## config.mk

```make
export PLATFORM = sky130hd
export DESIGN_NAME = lane_shift_judge
export DESIGN_NICKNAME = d
export VERILOG_FILES = /design/src/rtl/lsj_pkg.sv /design/src/rtl/lsj_side_eval.sv /design/src/rtl/lsj_out_reg.sv /design/src/rtl/lane_shift_judge.sv
export SDC_FILE = /design/constraint.sdc
export NUM_CORES = 1
export LEC_CHECK = 0
export BUFFER_PORTS_ARGS = -buffer_cell sky130_fd_sc_hd__clkbuf_2
export CORE_UTILIZATION = 43
export DETAILED_ROUTE_END_ITERATION = 6
export PLACE_DENSITY = 0.88
export SYNTH_ARGS = -nofsm -noshare
export SYNTH_HDL_FRONTEND = slang
export SYNTH_SLANG_ARGS = --single-unit
export TNS_END_PERCENT = 50
```

## constraint.sdc

```tcl
create_clock -name clk -period 2 [get_ports clk]
set_input_delay 0.1 -clock clk [delete_from_list [all_inputs] [get_ports clk]]
set_output_delay 0.1 -clock clk [all_outputs]
set_load 0.1 [all_outputs]
```

## src/rtl/lsj_pkg.sv

```systemverilog
package lsj_pkg;
   typedef enum logic [2:0] {
      RULE_IDLE  = 3'd0,
      RULE_HIT   = 3'd1,
      RULE_WRONG = 3'd2,
      RULE_PREP  = 3'd3,
      RULE_GAP   = 3'd4
   } rule_e;

   localparam int NUM_SIDES = 2;
   localparam int SIDE_LEFT = 0;
   localparam int SIDE_RIGHT = 1;
endpackage

```

## src/rtl/lsj_side_eval.sv

```systemverilog
module lsj_side_eval
   import lsj_pkg::*;
#(
   parameter int LINK_W = 16
) (
   input  logic              side_active,
   input  logic              car_present,
   input  logic [LINK_W-1:0] tgt_link,
   input  logic [LINK_W-1:0] cur_link,
   input  logic [LINK_W-1:0] next_link,
   input  logic [LINK_W-1:0] turn_link,
   input  logic              gap_want,
   input  logic              gap_safe,
   output rule_e             rule_used,
   output logic              flag
);
   localparam logic [LINK_W-1:0] NO_LINK = '0;

   logic tgt_is_next, tgt_is_cur, turn_is_next, wanted;

   // zero is "no link" and never equals anything
   assign tgt_is_next  = (tgt_link != NO_LINK) && (tgt_link == next_link);
   assign tgt_is_cur   = (tgt_link != NO_LINK) && (tgt_link == cur_link);
   assign turn_is_next = (turn_link != NO_LINK) && (turn_link == next_link);

   always_comb begin
      rule_used = RULE_IDLE;
      wanted    = 1'b0;
      if (side_active && car_present) begin
         if (tgt_is_next) begin
            rule_used = RULE_HIT;
            wanted    = 1'b1;
         end else if (!tgt_is_cur) begin
            rule_used = RULE_WRONG;
            wanted    = 1'b0;
         end else if (turn_is_next) begin
            rule_used = RULE_PREP;
            wanted    = 1'b1;
         end else begin
            rule_used = RULE_GAP;
            wanted    = gap_want;
         end
      end
   end

   assign flag = wanted && gap_safe;
endmodule

```

## src/rtl/lsj_out_reg.sv

```systemverilog
module lsj_out_reg #(
   parameter int W = 2
) (
   input  logic         clk,
   input  logic         rst_n,
   input  logic         vld_d,
   input  logic [W-1:0] dat_d,
   output logic         vld_q,
   output logic [W-1:0] dat_q
);
   always_ff @(posedge clk) begin
      if (!rst_n) begin
         vld_q <= 1'b0;
         dat_q <= '0;
      end else begin
         vld_q <= vld_d;
         dat_q <= vld_d ? dat_d : '0;
      end
   end

   a_r9_valid_follows: assert property (@(posedge clk) disable iff (!rst_n)
      vld_d |=> vld_q);
   a_r11_idle_clears: assert property (@(posedge clk) disable iff (!rst_n)
      !vld_d |=> (dat_q == '0));
endmodule

```

## src/rtl/lane_shift_judge.sv

```systemverilog
module lane_shift_judge
   import lsj_pkg::*;
#(
   parameter int LINK_W = 16
) (
   input  logic              clk,
   input  logic              rst_n,
   input  logic              valid_in,
   input  logic              step_odd,
   input  logic              car_present,
   input  logic [LINK_W-1:0] route_cur_link,
   input  logic [LINK_W-1:0] route_next_link,
   input  logic [LINK_W-1:0] left_tgt_link,
   input  logic [LINK_W-1:0] right_tgt_link,
   input  logic [LINK_W-1:0] cell_next_left,
   input  logic [LINK_W-1:0] cell_next_right,
   input  logic              gap_want_left,
   input  logic              gap_want_right,
   input  logic              gap_safe_left,
   input  logic              gap_safe_right,
   output logic              valid_out,
   output logic              go_left,
   output logic              go_right
);
   initial begin
      if (LINK_W < 2) $error("LINK_W must be at least 2");
   end

   logic [LINK_W-1:0] tgt_v  [NUM_SIDES];
   logic [LINK_W-1:0] turn_v [NUM_SIDES];
   logic [NUM_SIDES-1:0] want_v, safe_v, act_v, flag_d, flag_q;
   rule_e rule_v [NUM_SIDES];

   assign tgt_v[SIDE_LEFT]   = left_tgt_link;
   assign tgt_v[SIDE_RIGHT]  = right_tgt_link;
   assign turn_v[SIDE_LEFT]  = cell_next_left;
   assign turn_v[SIDE_RIGHT] = cell_next_right;
   assign want_v = {gap_want_right, gap_want_left};
   assign safe_v = {gap_safe_right, gap_safe_left};
   // odd steps open the left side, even steps the right side
   assign act_v  = {~step_odd, step_odd};

   for (genvar s = 0; s < NUM_SIDES; s++) begin : g_side
      lsj_side_eval #(.LINK_W(LINK_W)) u_eval (
         .side_active (act_v[s]),
         .car_present (car_present),
         .tgt_link    (tgt_v[s]),
         .cur_link    (route_cur_link),
         .next_link   (route_next_link),
         .turn_link   (turn_v[s]),
         .gap_want    (want_v[s]),
         .gap_safe    (safe_v[s]),
         .rule_used   (rule_v[s]),
         .flag        (flag_d[s])
      );
   end

   lsj_out_reg #(.W(NUM_SIDES)) u_reg (
      .clk   (clk),
      .rst_n (rst_n),
      .vld_d (valid_in),
      .dat_d (flag_d),
      .vld_q (valid_out),
      .dat_q (flag_q)
   );

   assign go_left  = flag_q[SIDE_LEFT];
   assign go_right = flag_q[SIDE_RIGHT];

   a_r1_left_on_odd: assert property (@(posedge clk) disable iff (!rst_n)
      go_left |-> $past(step_odd));
   a_r2_right_on_even: assert property (@(posedge clk) disable iff (!rst_n)
      go_right |-> !$past(step_odd));
   a_r7_left_needs_car_safe: assert property (@(posedge clk) disable iff (!rst_n)
      go_left |-> ($past(car_present) && $past(gap_safe_left)));
   a_r7_right_needs_car_safe: assert property (@(posedge clk) disable iff (!rst_n)
      go_right |-> ($past(car_present) && $past(gap_safe_right)));
   a_r9_flags_with_valid: assert property (@(posedge clk) disable iff (!rst_n)
      (go_left || go_right) |-> valid_out);
   a_r1_one_side_only: assert property (@(posedge clk) disable iff (!rst_n)
      !(go_left && go_right));
   a_r3_route_hit_left: assert property (@(posedge clk) disable iff (!rst_n)
      (valid_in && step_odd && car_present && gap_safe_left &&
       left_tgt_link != '0 && left_tgt_link == route_next_link) |=> go_left);
endmodule

```

==> results of run 1 <==
flip-flops by register name (all words and copies together) (netlist names):
register and cells:
u_reg.dat_q 2, u_reg.vld_q 1
Yosys cell counts:
cell and count:
nand4b_1 1, nand3_1 2, nor4_1 29, dfxtp_1 3, nand4_1 17, and3_1 1
nor4_4 1, a21oi_1 2, nor3_2 2, o21ai_1 2, xnor2_1 48, and2_1 1
xor2_1 48, nand4_2 2
report_power, final:
| group | switching [mW] | internal [mW] | leakage (nW) |
|---|---|---|---|
| Clock | 0.0413 | 0.0754 | 0.0150 |
| Sequential | 0.000234 | 0.0611 | 0.0244 |
| Combinational | 0.214 | 0.190 | 0.804 |
per-layer routing:
metal	track usage, %	wire, µm	vias up
met3	3.63	447	15
met4	9.76	91	0
met5	0	0	-
met1	44.5	2220	797
li1	-	-	810
met2	53.3	2420	94
per-stage QoR:
| step | hold WS, ns | total power, mW | cell area, µm² | utilization, % |
|---|---|---|---|---|
| after detailed placement | 0.315 | 0.458 | 1880 | 67.0 |
| after global routing | 0.0727 | 0.619 | 1910 | 68.0 |
| final | 0.0647 | 0.582 | 1910 | 68.0 |
| after global placement | 0.311 | 0.457 | 1880 | 67.0 |
| after floorplan | 0.222 | 0.245 | 1310 | - |
| after CTS | 0.0640 | 0.579 | 1910 | 68.0 |
logic make-up (layout without fill, tap and decap cells):
logic type | count (synthesis) | count (layout)
xor+xnor | 96 | 96
flops | 3 | 3
buf+inv | 0 | 111
compound gates | 4 | 4
simple gates | 56 | 56
worst max-delay path by stage:
stage,start,to
floorplan,u_reg.dat_q[0],go_left
global placement,route_next_link[4],u_reg.dat_q[1]
detailed placement,route_next_link[4],u_reg.dat_q[1]
CTS,u_reg.dat_q[0],go_left
global route,u_reg.dat_q[0],go_left
finish,u_reg.dat_q[1],go_right
area by class of cell:
| type | instances | area (µm²) |
|---|---|---|
| flip-flops and latches | 3 | 60.1 |
| clock buffers | 4 | 26.3 |
| well taps | 31 | 38.8 |
| repair buffers | 107 | 536 |
| multi-input cells | 156 | 1250 |
| fillers | 278 | 898 |
==> metrics.csv, run 1 <==
stage;metric;value;unit
critical_path;cp.buffers_inverters;1;
sta;slew_headroom;63.7;%
min_path;hold-path-endpoint;u_reg.vld_q;
cts;clkTransAtPathRegs;0.04;ns
critical_path;cp_max_fo;1;
power;ir_worst_vdd;0.000154;V
critical_path;critPathCaptureType;primary output;
die;die_y;57.1;µm
synth;yosysTopAreaCell;xnor2_1;
placement;gp_congestion;0.973;
critical_path;crit_slowest_cell;clkbuf_2;
global_routing;grt_usage;32.4;%
sta;final.setup.worst_slack;0.893;ns
layout;fin_nets;376;
cts;root_buffer;clkbuf_4;
cts;ctsResizeCount;0;
cts;cts_buffer_depth;2;
cts;post_cts_buffers;0;
die;rows;19;
global_routing;grt_first_pass_wirelength;8070;µm
synth;ys_ff_latch;3;
global_routing;grt_overflow;0;
layout;drive_gt1_share;42.6;%
global_routing;grt_pass1_vias;1723;
detailed_routing;firstDrtPassIters;6;
synth;synth_top_family_by_area;XOR/XNOR gates;
sta;rsz0062_at_grt;false;
sta;slew_violations;0;
power;p_leak;0.844;nW
detailed_routing;antenna_left;0;
sta;setup_tns;0;ns
synth;syn_area;1310;µm²
sta;setup_viol;0;
synth;synth.area.mux_share;0;%
critical_path;cp-start-kind;flip-flop;
layout;antennaDiodeCount;0;
cts;clock-sinks;3;
placement;port_buffers;107;
detailed_routing;wire_per_inst;17.2;µm
power;power_per_cell_area;305;nW/µm²
min_path;worst_hold_path_type;in -> reg;
layout;layout_common_cells;clkbuf_2 (107), xnor2_1 (48), xor2_1 (48);
die;initial_core_util;46.6;%
synth;synth_top_area_share;32.2;%
min_path;hp-start;valid_in;
layout;synthToLayoutAreaGrowth;46.0;%
cts;htree_num_levels;1;
critical_path;crit_family;buffers and inverters;
critical_path;crit_arrival;1.01;ns
detailed_routing;viasPerCell;5.70;
critical_path;crit_chain;clkbuf_2;
sta;period_share;55.4;%
critical_path;required;1.90;ns
die;ios;108;
synth;synth_compound_gate_area_share;1.53;%
sta;hold_viol_final;0;
synth;synthSimpleGateAreaFrac;29.5;%
layout;final_common_cell;clkbuf_2;
status;violations;DRC;
cts;cts_hold_buf;0;
synth;synth_xor_area_share;64.4;%
synth;mappedNetlistNets;264;
die;die_w;57.1;µm
placement;dp_slack;0.766;ns
die;core_area;2810;µm²
detailed_routing;vias;1716;
sta;worst_pin_slew;0.546;ns
status;status;complete, but fails checks;
detailed_routing;wirelength;5170;µm
placement;dp_cells;297;
critical_path;critPathMaxStageDelay;0.45;ns
synth;synth.top_cells.by_area;xnor2_1 (32%), xor2_1 (32%), nor4_1 (14%), nand4_1 (8.1%), dfxtp_1 (4.6%);
synth;yosysSeqAreaShare;4.60;%
synth;syn_area_per_cell;8.22;µm²
min_path;hold_depth;2;
die;die_area;3260;µm²
cts;cts_tree;yes;
detailed_routing;drc;14;
synth;yosys_warnings;0;
sta;fin_crit;1.11;ns
detailed_routing;drt_iter0_markers;134;
run;max_cap_violations;0;
critical_path;critical_path_depth;1;
synth;synthAdderAreaFrac;0;%
sta;fmax;0.903;GHz
global_routing;grt_max_degree;5;
critical_path;critical_path_class;reg -> out;
cts;cts_buffers;3;
placement;hpwlAfterDp;4590;µm
global_routing;antenna_found_initial;0;
synth;syn_inst;159;
layout;finalNonFillerCells;301;
synth;ys_types;14;
No activity file was read; power rests on OpenSTA's default activity.
==> run 2: changes to the inputs <==
Settings changed: CORE_UTILIZATION 43 to 40, PLACE_DENSITY 0.88 to 0.83.
Clock period 2 ns to 1.1 ns, I/O delays scaled along.
==> run 2 against run 1 <==
Against the previous run: the flow now finishes without violations; non-clock buffer count up 21; routed wire length up 6.9%; via count up 6.8%; utilization up 3.5 points; final cell count up 11%; largest power group unchanged; sequential power up 84%; combinational power up 110%; critical path depth up 6; clock power up 76%.
==> metrics.csv, run 2 (synthesized netlist as in run 1, its figures left out) <==
stage;metric;value;unit;change
sta;period_share;97.5;%;
power;power_per_cell_area;523;nW/µm²;was 305 nW/µm²
die;initial_core_util;42.4;%;was 46.6%
cts;htree_num_levels;1;;unchanged
detailed_routing;wire_per_inst;16.5;µm;was 17.2 µm
min_path;worst_hold_path_type;in -> reg;;unchanged
die;die_w;59.1;µm;was 57.1 µm
critical_path;cp_max_fo;4;;was 1
cts;cts_buffer_depth;2;;unchanged
run;max_cap_violations;0;;unchanged
cts;clock-sinks;3;;unchanged
layout;antennaDiodeCount;0;;unchanged
power;p_leak;0.974;nW;was 0.844 nW
placement;gp_congestion;0.953;;was 0.973
sta;slew_violations;0;;unchanged
global_routing;grt_first_pass_wirelength;7730;µm;was 8070 µm
critical_path;crit_arrival;1.24;ns;was 1.01 ns
layout;top_regs;u_reg.dat_q (2), u_reg.vld_q (1);;unchanged
global_routing;grt_pass1_vias;1702;;was 1723
layout;nFillCells;251;;was 278
detailed_routing;drt_iter0_markers;87;;was 134
die;core_area;3080;µm²;was 2810 µm²
sta;fmax;0.933;GHz;
global_routing;grt_overflow;0;;unchanged
sta;setup_tns;0;ns;unchanged
layout;max_flop_register;u_reg.dat_q;;unchanged
sta;hold_viol_final;0;;unchanged
die;die_y;59.1;µm;was 57.1 µm
layout;largest_register_ff_count;2;;unchanged
global_routing;grt_usage;30.0;%;was 32.4%
detailed_routing;vias;1832;;was 1716
critical_path;required;1.27;ns;was 1.90 ns
critical_path;critPathCaptureType;flip-flop;;was primary output
layout;drive_gt1_share;48.1;%;was 42.6%
power;ir_worst_vdd;0.000304;V;was 0.000154 V
sta;slew_headroom;77.2;%;was 63.7%
detailed_routing;wirelength;5530;µm;was 5170 µm
sta;worst_pin_slew;0.340;ns;was 0.546 ns
die;ios;108;;unchanged
cts;cts_hold_buf;0;;unchanged
power;total_power;1.15;mW;was 0.582 mW
placement;hpwlAfterDp;4720;µm;was 4590 µm
cts;cts_tree;yes;;unchanged
die;die_area;3500;µm²;was 3260 µm²
die;rows;20;;was 19
cts;cts_buffers;3;;unchanged
cts;clkTransAtPathRegs;0.04;ns;about the same
layout;final_common_cell;clkbuf_2;;unchanged
layout;fin_nets;397;;was 376
detailed_routing;firstDrtPassIters;7;;was 6
critical_path;cp-start-kind;input pin;;was flip-flop
layout;layout_common_cells;clkbuf_2 (96), xnor2_1 (48), xor2_1 (45);;was clkbuf_2 (107), xnor2_1 (48), xor2_1 (48)
sta;setup_viol;0;;unchanged
placement;dp_cells;329;;was 297
placement;port_buffers;107;;unchanged
critical_path;critical_path_class;in -> reg;;was reg -> out
cts;root_buffer;clkbuf_4;;unchanged
global_routing;grt_max_degree;5;;unchanged
global_routing;antenna_found_initial;0;;unchanged
detailed_routing;drc;0;;was 14
detailed_routing;viasPerCell;5.47;;was 5.70
layout;finalNonFillerCells;335;;was 301
sta;fin_crit;1.07;ns;
detailed_routing;antenna_left;0;;unchanged
status;status;finished clean;;was complete, but fails checks
layout;synthToLayoutAreaGrowth;68.5;%;was 46.0%
==> run 2: power breakdown <==
part           switching [mW]  leakage (nW)  internal, mW
Sequential            0.00165        0.0244         0.111
Combinational           0.411         0.935         0.420
Clock                  0.0694        0.0150         0.137
Total                   0.483         0.974         0.668
==> run 2: stage by stage <==
| step | util, % | cell area [µm²] | hold WS [ns] | setup slack, ns |
|---|---|---|---|---|
| detailed placement | 67.7 | 2080 | 0.276 | -0.124 |
| floorplan | - | 1310 | 0.177 | 0.136 |
| global placement | 67.7 | 2080 | 0.274 | -0.0474 |
| finish | 71.5 | 2200 | 0.0355 | 0.0278 |
| global route | 71.5 | 2200 | 0.0322 | -0.0267 |
| CTS | 68.6 | 2110 | 0.0362 | 0.103 |
==> run 2: layout make-up <==
| cell class | count | area (µm²) | share of cell area [%] |
|---|---|---|---|
| Sequential cell | 3 | 60.1 | 2.73 |
| Clock buffer | 4 | 26.3 | 1.19 |
| Multi-Input combinational cell | 156 | 1270 | 57.9 |
| Tap cell | 44 | 55.1 | 2.50 |
| Timing Repair Buffer | 128 | 785 | 35.6 |
==> run 2: per-layer routing <==
metal,wire [µm],up-vias,global-route usage [%]
met5,0,-,0
met4,60,0,7.48
met3,537,15,3.71
met2,2780,129,52.6
met1,2150,838,38.7
li1,-,850,-
==> run 2: path summary, 6_finish.rpt <==
check / from / endpoint / slack (ns) / depth (start not counted)
setup / recovery: route_next_link[13] / u_reg.dat_q[1] / 0.03 / 7
hold / removal: valid_in / u_reg.vld_q / 0.04 / 2
==> run 2: timing repair <==
item | CTS | global route
buffers inserted | 0 | 2
setup endpoints to repair | 0 | 1
resized for setup | 0 | 26
==> run 2: critical path, cell delays in order <==
cell and delay, ns:
buf_4 0.15, xor2_2 0.18, nor4_2 0.27, nand3_1 0.14, nor3_2 0.21, o21ai_1 0.10
a21oi_1 0.14
